**src/rtl/gpio_hw_pkg.sv**
```systemverilog
package gpio_hw_pkg;
  localparam int unsigned BUS_W  = 32;
  localparam int unsigned HALF_W = 16;
  localparam int unsigned ADDR_W = 8;

  localparam logic [ADDR_W-1:0] OFF_LEVEL = 8'h00;
  localparam logic [ADDR_W-1:0] OFF_DRIVE = 8'h08;
  localparam logic [ADDR_W-1:0] OFF_PINS  = 8'h70;
  localparam logic [ADDR_W-1:0] OFF_IDENT = 8'h78;

  localparam logic [BUS_W-1:0] IDENT_WORD = 32'h0100_0C2B;

  typedef enum logic [2:0] {
    SEL_NONE,
    SEL_LEVEL,
    SEL_DRIVE,
    SEL_PINS,
    SEL_IDENT
  } reg_sel_e;

  typedef struct packed {
    reg_sel_e sel;
    logic     upper;
  } decode_t;
endpackage

```
**src/rtl/gpio_hw_decode.sv**
```systemverilog
module gpio_hw_decode
  import gpio_hw_pkg::*;
(
  input  logic [ADDR_W-1:0] addr,
  output decode_t           dec
);
  localparam int unsigned PAIR_LSB = 3;

  always_comb begin
    dec.sel   = SEL_NONE;
    dec.upper = addr[2];
    if (addr[1:0] == 2'b00) begin
      if (addr[ADDR_W-1:PAIR_LSB] == OFF_LEVEL[ADDR_W-1:PAIR_LSB])
        dec.sel = SEL_LEVEL;
      else if (addr[ADDR_W-1:PAIR_LSB] == OFF_DRIVE[ADDR_W-1:PAIR_LSB])
        dec.sel = SEL_DRIVE;
      else if (addr == OFF_PINS)
        dec.sel = SEL_PINS;
      else if (addr == OFF_IDENT)
        dec.sel = SEL_IDENT;
    end
  end
endmodule

```
**src/rtl/gpio_hw_halfreg.sv**
```systemverilog
module gpio_hw_halfreg
  import gpio_hw_pkg::*;
#(
  parameter int unsigned NPINS = 32
) (
  input  logic             clk,
  input  logic             rst_n,
  input  logic             wr,
  input  logic             upper,
  input  logic [BUS_W-1:0] wdata,
  output logic [NPINS-1:0] q
);
  localparam int unsigned NHALF = NPINS / HALF_W;

  for (genvar h = 0; h < NHALF; h++) begin : g_half
    logic [HALF_W-1:0] bits_q;
    logic [HALF_W-1:0] en;
    logic              hit;

    assign hit = wr && (upper == h[0]);
    assign en  = wdata[BUS_W-1:HALF_W];

    always_ff @(posedge clk) begin
      if (!rst_n)
        bits_q <= '0;
      else if (hit)
        bits_q <= (bits_q & ~en) | (wdata[HALF_W-1:0] & en);
    end

    assign q[h*HALF_W +: HALF_W] = bits_q;
  end
endmodule

```
**src/rtl/gpio_hw_sync.sv**
```systemverilog
module gpio_hw_sync #(
  parameter int unsigned WIDTH  = 32,
  parameter int unsigned STAGES = 2
) (
  input  logic             clk,
  input  logic             rst_n,
  input  logic [WIDTH-1:0] d,
  output logic [WIDTH-1:0] q
);
  logic [WIDTH-1:0] stg [STAGES];

  always_ff @(posedge clk) begin
    if (!rst_n) stg[0] <= '0;
    else        stg[0] <= d;
  end

  for (genvar i = 1; i < STAGES; i++) begin : g_stage
    always_ff @(posedge clk) begin
      if (!rst_n) stg[i] <= '0;
      else        stg[i] <= stg[i-1];
    end
  end

  assign q = stg[STAGES-1];
endmodule

```
**src/rtl/gpio_hw_port.sv**
```systemverilog
module gpio_hw_port
  import gpio_hw_pkg::*;
#(
  parameter int unsigned NPINS       = 32,
  parameter int unsigned SYNC_STAGES = 2
) (
  input  logic              clk,
  input  logic              rst_n,
  input  logic              bus_we,
  input  logic              bus_re,
  input  logic [ADDR_W-1:0] bus_addr,
  input  logic [BUS_W-1:0]  bus_wdata,
  output logic [BUS_W-1:0]  bus_rdata,
  output logic              bus_rvalid,
  input  logic [NPINS-1:0]  pin_in,
  output logic [NPINS-1:0]  pin_out,
  output logic [NPINS-1:0]  pin_oe
);
  localparam int unsigned PAD_W = BUS_W - HALF_W;

  decode_t          dec;
  logic [NPINS-1:0] level_q;
  logic [NPINS-1:0] drive_q;
  logic [NPINS-1:0] pins_sync;
  logic [BUS_W-1:0] rd_next;
  logic [BUS_W-1:0] rdata_q;
  logic             rvalid_q;

  gpio_hw_decode u_dec (
    .addr (bus_addr),
    .dec  (dec)
  );

  gpio_hw_halfreg #(.NPINS(NPINS)) u_level (
    .clk   (clk),
    .rst_n (rst_n),
    .wr    (bus_we && dec.sel == SEL_LEVEL),
    .upper (dec.upper),
    .wdata (bus_wdata),
    .q     (level_q)
  );

  gpio_hw_halfreg #(.NPINS(NPINS)) u_drive (
    .clk   (clk),
    .rst_n (rst_n),
    .wr    (bus_we && dec.sel == SEL_DRIVE),
    .upper (dec.upper),
    .wdata (bus_wdata),
    .q     (drive_q)
  );

  gpio_hw_sync #(.WIDTH(NPINS), .STAGES(SYNC_STAGES)) u_sync (
    .clk   (clk),
    .rst_n (rst_n),
    .d     (pin_in),
    .q     (pins_sync)
  );

  function automatic logic [BUS_W-1:0] pick_half(input logic [NPINS-1:0] v,
                                                 input logic upper);
    return upper ? {{PAD_W{1'b0}}, v[NPINS-1:HALF_W]}
                 : {{PAD_W{1'b0}}, v[HALF_W-1:0]};
  endfunction

  always_comb begin
    unique case (dec.sel)
      SEL_LEVEL: rd_next = pick_half(level_q, dec.upper);
      SEL_DRIVE: rd_next = pick_half(drive_q, dec.upper);
      SEL_PINS:  rd_next = pins_sync;
      SEL_IDENT: rd_next = IDENT_WORD;
      default:   rd_next = '0;
    endcase
  end

  always_ff @(posedge clk) begin
    if (!rst_n) begin
      rdata_q  <= '0;
      rvalid_q <= 1'b0;
    end else begin
      rvalid_q <= bus_re;
      if (bus_re) rdata_q <= rd_next;
    end
  end

  assign bus_rdata  = rdata_q;
  assign bus_rvalid = rvalid_q;
  assign pin_out    = level_q;
  assign pin_oe     = drive_q;
endmodule

```
**config.mk**
```make
export PLATFORM = sky130hd
export DESIGN_NAME = gpio_hw_port
export DESIGN_NICKNAME = d
export VERILOG_FILES = /design/src/rtl/gpio_hw_pkg.sv /design/src/rtl/gpio_hw_decode.sv /design/src/rtl/gpio_hw_halfreg.sv /design/src/rtl/gpio_hw_sync.sv /design/src/rtl/gpio_hw_port.sv
export SDC_FILE = /design/constraint.sdc
export NUM_CORES = 1
export LEC_CHECK = 0
export BUFFER_PORTS_ARGS = -buffer_cell sky130_fd_sc_hd__buf_2
export CAP_MARGIN = 5
export CORE_UTILIZATION = 56
export CTS_CLUSTER_DIAMETER = 120
export DETAILED_ROUTE_END_ITERATION = 7
export GPL_TIMING_DRIVEN = 0
export PLACE_DENSITY = 0.91
export SETUP_SLACK_MARGIN = 0.3
export SYNTH_ARGS = -nofsm -noshare
export SYNTH_HDL_FRONTEND = slang
export SYNTH_SLANG_ARGS = --single-unit
```
**constraint.sdc**
```tcl
create_clock -name clk -period 3 [get_ports clk]
set_input_delay 0.6 -clock clk [delete_from_list [all_inputs] [get_ports clk]]
set_output_delay 0.6 -clock clk [all_outputs]
set_load 0.03 [all_outputs]
```
* Word-level counts from Yosys, hierarchy flattened
Memories as Yosys holds them, arrays and structs flattened. Index checks and enable logic that the tools add are counted.
Word-level totals: flip-flop bits (word level) 97, memory bits (writable) 64, input port bits 76, output and inout bits 97, word-level logic and storage cells 47, memories 1
Memory list:
- u_sync.stg | depth 2, width 32, rd ports 2, clocked after memory_dff 0, write ports 2, RTL line gpio_hw_sync.sv:10 | logic [WIDTH-1:0] stg [STAGES];
Operators by class: equal/unequal tests 7, muxes and demuxes 12, bitwise gates (word level) 13, reductions and logical operators 8
Operator list (count):
- case mux 32 bit (4 select lines) | 1
- AND 16 bit | 5
- two-way mux 32 bit | 2
- bitwise OR 16 bit | 4
- two-way mux 16 bit | 2
- == test 8 x 7 -> 1 bit (second input constant) | 2
- NOT 16 bit | 1
- two-way mux 3 bit | 5
- == test 3 x 2 -> 1 bit (second input constant) | 2
- logical AND 1 bit | 6
- == test 5 x 1 -> 1 bit (second input constant) | 1
- zero test 5 bit | 1
- == test 3 x 1 -> 1 bit (second input constant) | 1
- == test 3 bit (second input constant) | 1
- zero test 2 bit | 1
- two-way mux 1 bit | 2
- bitwise OR 1 bit | 2
- NOT 1 bit | 1

* Logic depth before layout (Yosys ltp)
Gate-level depths: netlist (run 1).
depth in word-level cells 9, mapped depth 7, mapped depth without buffers 4

* Modules after synthesis
Synthesis (run 1) repeated with hierarchy kept, for this count alone.
Unflattened totals: cells, all modules 681, area, all modules 6765.2 µm²
By module, submodules not included:
- gpio_hw_halfreg | instances 2, cells each 155, area each 1421.4 µm², sequential area each 640.6 µm²
- gpio_hw_port | instances 1, cells each 229, area each 2065.7 µm², sequential area each 660.6 µm²
- gpio_hw_sync | instances 1, cells each 134, area each 1791.7 µm², sequential area each 1281.2 µm²
- gpio_hw_decode | instances 1, cells each 8, area each 65.1 µm², sequential area each 0.0 µm²

* Worst setup path before layout (run 1)
No wires, ideal clock.
path kind input port to flip-flop, start point in bus_addr[4], end point reg with a tool-made name, setup time 120 ps, arrival 1979 ps, required time 2880 ps, setup slack 901 ps, stages on the path 6, path buffers 2, cells stage by stage or4_1 -> buf_6 -> nor4b_4 -> buf_6 -> nand2_1 -> mux2i_1
RTL lines:
- start, declared | RTL line gpio_hw_port.sv:11 | input logic [ADDR_W-1:0] bus_addr,

* Worst setup path in the final report (run 1)
start point in bus_addr[3], end point reg rdata_q[15], in the netlist bus_rdata[15]
On the way: cells in the longest elaborated chain, start to end 8, elaborated cells on any way between the ends 14, those cells by class 7 x eq/ne; 6 x mux; 1 x reduce/logical
RTL lines:
- == test 8 x 7 -> 1 bit | RTL line gpio_hw_decode.sv:19 | else if (addr == OFF_IDENT)
- two-way mux 3 bit | RTL line gpio_hw_decode.sv:19
- two-way mux 3 bit | RTL line gpio_hw_decode.sv:17 | else if (addr == OFF_PINS)
- two-way mux 3 bit | RTL line gpio_hw_decode.sv:15 | else if (addr[ADDR_W-1:PAIR_LSB] == OFF_DRIVE[ADDR_W-1:PAIR_LSB])
- two-way mux 3 bit (*) | RTL line gpio_hw_decode.sv:13 | if (addr[ADDR_W-1:PAIR_LSB] == OFF_LEVEL[ADDR_W-1:PAIR_LSB])
- two-way mux 3 bit (*) | RTL line gpio_hw_decode.sv:12 | if (addr[1:0] == 2'b00) begin
- == test 3 bit (tied with other cells) | RTL line gpio_hw_port.sv:66 | unique case (dec.sel)
- case mux 32 bit (4 select lines) (*) | RTL line gpio_hw_port.sv:66
- end signal, assigned | RTL line gpio_hw_port.sv:81 | if (bus_re) rdata_q <= rd_next;
- end, declared | RTL line gpio_hw_port.sv:26 | logic [BUS_W-1:0] rdata_q;
Mark *: on every way between the ends. The rest lies on a longest branch, timed or not. A chain may end at the register's enable or synchronous reset.

==> flow_summary.yaml, run 1 <==
pwr:
  p_sw_mw: 1.07
  power.share.clock_pct: 45.0
  pwr-share-seq_pct: 50.0
  p_total_mw: 4.38
  p_leak_nw: 3.66
  netSwitchingFraction_pct: 24.4
  combPwrFrac_pct: 5.0
  powerDensity_nw_per_um2: 568
  p_int_mw: 3.31
  vdd_drop_max_mv: 0.358
logic_synthesis:
  synth_area_per_cell_um2: 9.90
  yosys_warnings: 0
  synth_nets: 699
  synth-compound-area-share_pct: 5.88
  yosys.area.top_type: "dfxtp_1"
  synthMuxAreaShare_pct: 16.1
  synth_cell_types: 29
  synth_flop_cell: "dfxtp_1"
  synth_async_sr_flop_share_pct: 0
  syn-instance-count: 623
  synth_edf_count: 0
  yosys-top-cells-count: "161 x dfxtp_1, 161 x nand2_1, 77 x mux2i_1, 65 x and2_1, 29 x clkbuf_1"
  synth_fa_ha_area_share_pct: 0
  ys_top_cells_by_area: "dfxtp_1 52%, mux2i_1 12%, nand2_1 9.8%"
  synth_top_cell_area_share_pct: 52.3
  seq_area_frac_synth_pct: 52.3
  synth-seq-cells: 161
  synth-simple-area-share_pct: 22.4
  synth-xor-area-share_pct: 0
  synth_top_family_by_area: "simple AND/OR/NAND/NOR gates"
  synth_area_um2: 6170
critical_path:
  worstPathCellList: "buf_1 > clkbuf_1 > mux4_2 > a22oi_1 > o21ai_0"
  cp_max_fo: 10
  crit_start: "bus_addr[3]"
  start_kind: "primary input"
  cp_slowest_cell: "clkbuf_1"
  endpoint_kind: "register"
  worstPathArrival_ns: 2.45
  worstSetupPathType: "primary input to register"
  slowest_delay_ns: 0.65
  cp.depth: 5
  worst-path-buf-inv: 2
  rrSetupSlack_ns: 1.70
  r2r_cells: 3
  r2r_end: "bus_rdata[15]"
  critical-path-top-delay-family: "buffers and inverters"
  required_ns: 3.40
  cp-endpoint: "bus_rdata[15]"
floorplanning:
  placementRows: 37
  die-area_um2: 11400
  pin_count: 173
  die_height_um: 107
  initial_utilization_pct: 58.7
  fp.dieW_um: 107
  core_area_um2: 10500
layout:
  n_antenna_cell: 0
  final_cells: 960
  final_net_count: 887
  area_growth_pct: 25.2
  final_util_pct: 73.5
  drive_gt1_share_pct: 27.4
clock_network:
  root_buffer: "clkbuf_8"
  cts_resized: 0
  cts_tree: "built"
  ctsLongestPathBuffers: 2
  clk_pin_slew_ns: 0.07
  post_cts_buffers: 0
  clock_sinks: 161
  clock_latency_ns: 0.54
  htree_levels: 4
  numCtsBuffers: 17
  hold_buffers: 0
run_status:
  status: "finished clean"
sta:
  setup_viol_count_final: 0
  period_minus_slack_ns: 2.05
  relSlewSlack_pct: 48.6
  fin_ws_ns: 0.953
  fin_setup_tns_ns: 0
  hold_viol: 0
  slew_viol_final: 0
  max_freq_mhz: 488
  fin_skew_ns: 0.00756
  rsz0062_at_grt: "no"
  period_share_pct: 68.2
  max_slew.worst_pin.slew_ns: 0.771
placed_design:
  gp_congestion: 0.855
  hpwl_um: 12100
  portBuffers: 169
  pre_cts_ws_ns: 0.480
  placed_cells: 928
flow_run:
  cap_violations: 0
drt:
  drc: 0
  vias: 5317
  wirelength_um: 16800
  drt_iter0_drc: 342
  wl_per_cell_um: 17.5
  ant_nets: 0
  dr.pass1.iters: 5
  vias_per_cell: 5.54
min_path:
  hold_class: "primary input to register"
grt:
  overflow: 0
  antenna_found_initial: 0
  grt.total_usage_pct: 30.3
  grt_start_max_net_pins: 17
  grt_pass1_vias: 5219
  grt_first_pass_wirelength_um: 25900
==> per-layer routing <==
layer  GRT usage, %  wire length, µm  vias to the layer above
li1               -                -                     2459
met1           34.6             6490                     2503
met2           50.0             8100                      287
met3           9.85             1440                       68
met4           17.4              789                        0
met5              0                0                        -
==> power groups by stage <==
stage	sequential (mW)	combinational, mW	clock, mW
2_1_floorplan	2.24	0.116	0
3_3_place_gp	2.24	0.208	0
3_5_place_dp	2.24	0.215	0
4_1_cts	2.19	0.217	1.98
5_1_grt	2.19	0.238	2.08
6_report	2.19	0.220	1.97
==> cell families (layout without fill, tap and decap cells) <==
family / Yosys count / count (layout)
buffers and inverters: 42 / 243
muxes: 87 / 87
and+or+nand+nor: 279 / 279
DFF: 161 / 161
AOI/OAI and AO/OA: 54 / 54
==> worst min-delay path by stage <==
| stage | from | endpoint | slack [ns] | cells past startpoint |
|---|---|---|---|---|
| global route | pin_in[19] | u_sync.stg[0][19] | 0.26 | 2 |
| CTS | pin_in[2] | u_sync.stg[0][2] | 0.26 | 2 |
| global placement | u_sync.stg[0][17] | u_sync.stg[1][17] | 0.42 | 1 |
| detailed placement | u_sync.stg[0][19] | u_sync.stg[1][19] | 0.42 | 1 |
| finish | pin_in[14] | u_sync.stg[0][14] | 0.27 | 2 |
| floorplan | u_sync.stg[0][0] | u_sync.stg[1][0] | 0.41 | 1 |
==> per-stage QoR <==
| step | hold slack [ns] | area (µm²) |
|---|---|---|
| after floorplan | 0.412 | 6170 |
| after global placement | 0.416 | 7180 |
| after detailed placement | 0.419 | 7180 |
| after CTS | 0.257 | 7720 |
| after global routing | 0.259 | 7720 |
| final | 0.266 | 7720 |
==> layout make-up <==
| cell class | instances | area (µm²) |
|---|---|---|
| tap | 136 | 170 |
| buffer | 41 | 199 |
| sequential | 161 | 3220 |
| clock inverter | 14 | 120 |
| timing repair buffer | 169 | 846 |
| multi-input combinational | 420 | 2740 |
| clock buffer | 18 | 418 |
| fill | 695 | 2790 |
| inverter | 1 | 3.75 |
==> layout by cell type (no fill, tap or decap), types with 10 or more instances in the layout <==
cell	count
a22oi_1	10
buf_2	175
a21boi_0	11
o21ai_0	17
dfxtp_1	161
mux4_2	10
nand2_1	161
mux2i_1	77
nand2b_1	17
clkbuf_16	16
clkbuf_1	30
and2_1	65
nand3_1	15
No activity file was read; power rests on OpenSTA's default activity.
==> run 2, diff against run 1 <==
CORE_UTILIZATION = 52   (was 56)
PLACE_DENSITY = 0.86   (was 0.91)
clock period = 2 ns   (was 3 ns; I/O delays follow)
==> flow_summary.yaml, run 2 (synthesized netlist as in run 1, its figures left out) <==
clock_network:
  htree_levels: 4
  ctsLongestPathBuffers: 2
  root_buffer: "clkbuf_16"
  numCtsBuffers: 17
  clk_pin_slew_ns: 0.06
  clock_latency_ns: 0.43
  cts_tree: "built"
  clock_sinks: 161
layout:
  final_util_pct: 69.3
  regArea_um2: 3220
  n_antenna_cell: 0
  final_cell_area_um2: 7950
  final_net_count: 898
  final_common_cell: "buf_2"
  area_growth_pct: 28.8
  drive_gt1_share_pct: 29.1
  layout_common_cells: "173 x buf_2, 161 x nand2_1, 161 x dfxtp_1, 77 x mux2i_1, 65 x and2_1"
  final_cells: 978
  multi_input_area_um2: 2760
  fill_cells: 846
sta:
  max_freq_mhz: 595
  rsz0062_at_grt: "yes"
  hold_viol: 0
  timing.hold.ws_ns: 0.173
  setup_viol_count_final: 0
  period_share_pct: 84.0
  slew_viol_final: 0
  max_slew.worst_pin.slew_ns: 0.677
  relSlewSlack_pct: 54.9
  fin_skew_ns: 0.00705
  period_minus_slack_ns: 1.68
  fin_setup_tns_ns: 0
pwr:
  vdd_drop_max_mv: 0.782
  powerDensity_nw_per_um2: 897
  p_leak_nw: 3.78
grt:
  antenna_found_initial: 0
  grt_start_max_net_pins: 17
  overflow: 0
  grt_pass1_vias: 5156
  grt_first_pass_wirelength_um: 25300
  grt.total_usage_pct: 26.9
critical_path:
  start_kind: "primary input"
  endpoint_kind: "register"
  worstSetupPathType: "primary input to register"
  cp_max_fo: 10
  worstPathArrival_ns: 2.02
  required_ns: 2.34
drt:
  vias: 5246
  ant_nets: 0
  vias_per_cell: 5.36
  drt_iter0_drc: 360
  wl_per_cell_um: 16.7
  dr.pass1.iters: 5
  wirelength_um: 16400
  drc: 0
floorplanning:
  placementRows: 39
  fp.dieW_um: 111
  die-area_um2: 12300
  die_height_um: 111
  initial_utilization_pct: 53.8
  pin_count: 173
  core_area_um2: 11500
run_status:
  status: "finished clean"
placed_design:
  gp_congestion: 0.843
  post_dp_cell_area_um2: 7210
  placed_cells: 935
  portBuffers: 169
  hpwl_um: 11400
flow_run:
  cap_violations: 0
min_path:
  hold_class: "primary input to register"
## run 2: cell types whose count changed in the layout (fill, tap and decap cells not counted), sizes merged
cell / change
buf: +10
bufinv: +5
clkbuf: +2
clkinvlp: +1
inv: -7
## run 2: area by class of cell
class,count,share of cell area (%)
clock inverters,13,2.63
repair buffers,180,11.7
plain buffers,41,2.69
well taps,143,2.25
flip-flops and latches,161,40.6
multi-input cells,420,34.7
inverters,1,0.0472
clock buffers,19,5.45
## run 2: timing repair
| action | 4_1_cts | 5_1_grt |
|---|---|---|
| hold buffers | 0 | 0 |
| setup buffers | 8 | 3 |
| gates resized for setup | 3 | 5 |
| pin swaps | 3 | 2 |
| endpoints found under the setup margin | 62 | 23 |
## run 2: worst max-delay path, stage by stage
cell      delay, ns
buf_2          0.09
or2_1          0.22
clkbuf_2       0.25
nor4_4         0.38
buf_2          0.30
a221oi_1       0.15
o21ai_0        0.22
## run 2: metal layers
layer / track usage, % / part of all wire [%] / up-vias
li1: - / - / 2490
met1: 30.7 / 40 / 2462
met2: 43.8 / 47 / 229
met3: 9.08 / 8.3 / 65
met4: 16.1 / 5.1 / 0
met5: 0 / 0 / -
## run 2: through the flow
| step | setup slack [ns] | total power, mW |
|---|---|---|
| floorplan | 0.123 | 3.53 |
| global placement | -0.276 | 3.68 |
| detailed placement | -0.291 | 3.68 |
| CTS | 0.296 | 7.16 |
| global route | 0.265 | 7.33 |
| finish | 0.320 | 7.13 |
## run 2: final timing paths
path | slack [ns] | end | startpoint | cells past startpoint
setup / recovery | 0.32 | bus_rdata[10] | bus_addr[1] | 7
hold / removal | 0.17 | u_sync.stg[0][7] | pin_in[7] | 2
setup reg to reg | 0.78 | bus_rdata[2] | register | 3
hold reg to reg | 0.43 | u_sync.stg[1][19] | u_sync.stg[0][19] | 1
## run 2: power breakdown
part | internal (mW) | leakage [nW] | switching (mW) | total, mW
registers | 3.27 | 1.31 | 0.0149 | 3.28
logic | 0.137 | 2.17 | 0.203 | 0.340
clock network | 2.21 | 0.304 | 1.29 | 3.51
total | 5.62 | 3.78 | 1.51 | 7.13
==> run 3, diff against run 2 <==
clock period = 1.62 ns   (was 2 ns; I/O delays follow)
==> flow_summary.yaml, run 3 (synthesized netlist as in run 1, its figures left out) <==
run_status:
  status: "finished, violations left"
  violations: "negative setup slack"
sta:
  max_slew.worst_pin.slew_ns: 1.06
  relSlewSlack_pct: 29.2
  fin_ws_ns: -0.204
  rsz0062_at_grt: "yes"
  fin_setup_tns_ns: -2.17
  hold_viol: 0
  period_minus_slack_ns: 1.82
  period_share_pct: 113
  slew_viol_final: 0
  setup_viol_count_final: 40
  max_freq_mhz: 548
  fin_skew_ns: 0.00789
critical_path:
  r2r_end: "bus_rdata[4]"
  start_kind: "primary input"
  worstPathArrival_ns: 2.16
  r2r_cells: 3
  endpoint_kind: "register"
  cp-endpoint: "bus_rdata[5]"
  rrSetupSlack_ns: 0.23
  required_ns: 1.96
  crit_start: "bus_addr[6]"
  worstSetupPathType: "primary input to register"
  cp_max_fo: 5
clock_network:
  ctsLongestPathBuffers: 2
  clk_pin_slew_ns: 0.06
  htree_levels: 4
  clock_latency_ns: 0.43
  clock_sinks: 161
  numCtsBuffers: 17
  cts_tree: "built"
  root_buffer: "clkbuf_16"
layout:
  layout_common_cells: "151 x dfxtp_1, 100 x nand2_1, 98 x buf_2, 75 x mux2i_1, 65 x and2_1"
  drive_gt1_share_pct: 44.1
  final_net_count: 915
  n_antenna_cell: 0
  final_util_pct: 80.7
  area_growth_pct: 50.1
  final_common_cell: "dfxtp_1"
drt:
  wirelength_um: 23900
  dr.pass1.iters: 5
  wl_per_cell_um: 24.0
  drt_iter0_drc: 578
  drc: 0
  ant_nets: 0
  vias: 6035
  vias_per_cell: 6.07
pwr:
  vdd_drop_max_mv: 0.949
  powerDensity_nw_per_um2: 987
  p_total_mw: 9.14
  p_leak_nw: 4.46
placed_design:
  portBuffers: 169
  hpwl_um: 11400
  gp_congestion: 0.843
floorplanning:
  pin_count: 173
  die_height_um: 111
  fp.dieW_um: 111
  initial_utilization_pct: 53.8
  core_area_um2: 11500
  die-area_um2: 12300
  placementRows: 39
grt:
  grt.total_usage_pct: 31.9
  grt_first_pass_wirelength_um: 30000
  antenna_found_initial: 0
  grt_start_max_net_pins: 17
  overflow: 0
  grt_pass1_vias: 5645
flow_run:
  cap_violations: 0
min_path:
  hold_class: "primary input to register"
[run 3: changes by cell type in the layout (fill, tap and decap cells not counted), sizes merged]
cell / delta
buf: +6
clkbuf: +14
clkinv: -3
inv: -1
[run 3: cell type report]
type                    count  area, µm²
inverters                   1       3.75
fillers                   567       2210
clock buffers              22        484
clock inverters             9        178
repair buffers            197       1440
well taps                 143        179
flip-flops and latches    161       3240
multi-input cells         420       3410
plain buffers              41        319
[run 3: repair_timing]
action,CTS,global route
pin swaps,36,27
endpoints found under the hold margin,0,0
hold buffers,0,0
buffers inserted,15,6
endpoints found under the setup margin,123,211
cloned,4,3
resized for setup,126,203
[run 3: power breakdown]
part | total (mW) | internal [mW] | switching [mW]
clock | 4.53 | 2.89 | 1.64
sequential | 4.07 | 4.04 | 0.0303
combinational | 0.543 | 0.197 | 0.346
[run 3: through the flow]
stage / std cells / setup slack (ns) / hold WS, ns / cell area, µm²
2_1_floorplan: 623 / -0.181 / 0.412 / 6270
3_3_place_gp: 935 / -0.565 / 0.416 / 7290
3_5_place_dp: 935 / -0.603 / 0.417 / 7290
4_1_cts: 985 / 0.0718 / 0.0981 / 8540
5_1_grt: 994 / -0.310 / 0.107 / 9260
6_report: 994 / -0.204 / 0.101 / 9260
[run 3: worst min-delay path by stage]
stage / to / slack, ns / cells after the start / from
after floorplan: u_sync.stg[1][0] / 0.41 / 1 / u_sync.stg[0][0]
after global placement: u_sync.stg[1][7] / 0.42 / 1 / u_sync.stg[0][7]
after detailed placement: u_sync.stg[1][11] / 0.42 / 1 / u_sync.stg[0][11]
after CTS: u_sync.stg[0][8] / 0.1 / 2 / pin_in[8]
after global routing: u_sync.stg[0][16] / 0.11 / 2 / pin_in[16]
final: u_sync.stg[0][6] / 0.10 / 2 / pin_in[6]
[run 3: layer usage]
| layer | up-vias | track usage [%] | wire (µm) |
|---|---|---|---|
| met3 | 171 | 7.44 | 2320 |
| met4 | 0 | 18.4 | 1990 |
| li1 | 2524 | - | - |
| met2 | 465 | 53.2 | 11200 |
| met1 | 2875 | 37.7 | 8340 |
| met5 | - | 0 | 0 |
[run 3: critical path: stages]
cell,delay (ns)
buf_6,0.09
or4_4,0.53
buf_8,0.15
buf_12,0.13
buf_4,0.16
clkbuf_16,0.17
nor3_4,0.22
a221oi_2,0.09
o21ai_1,0.28
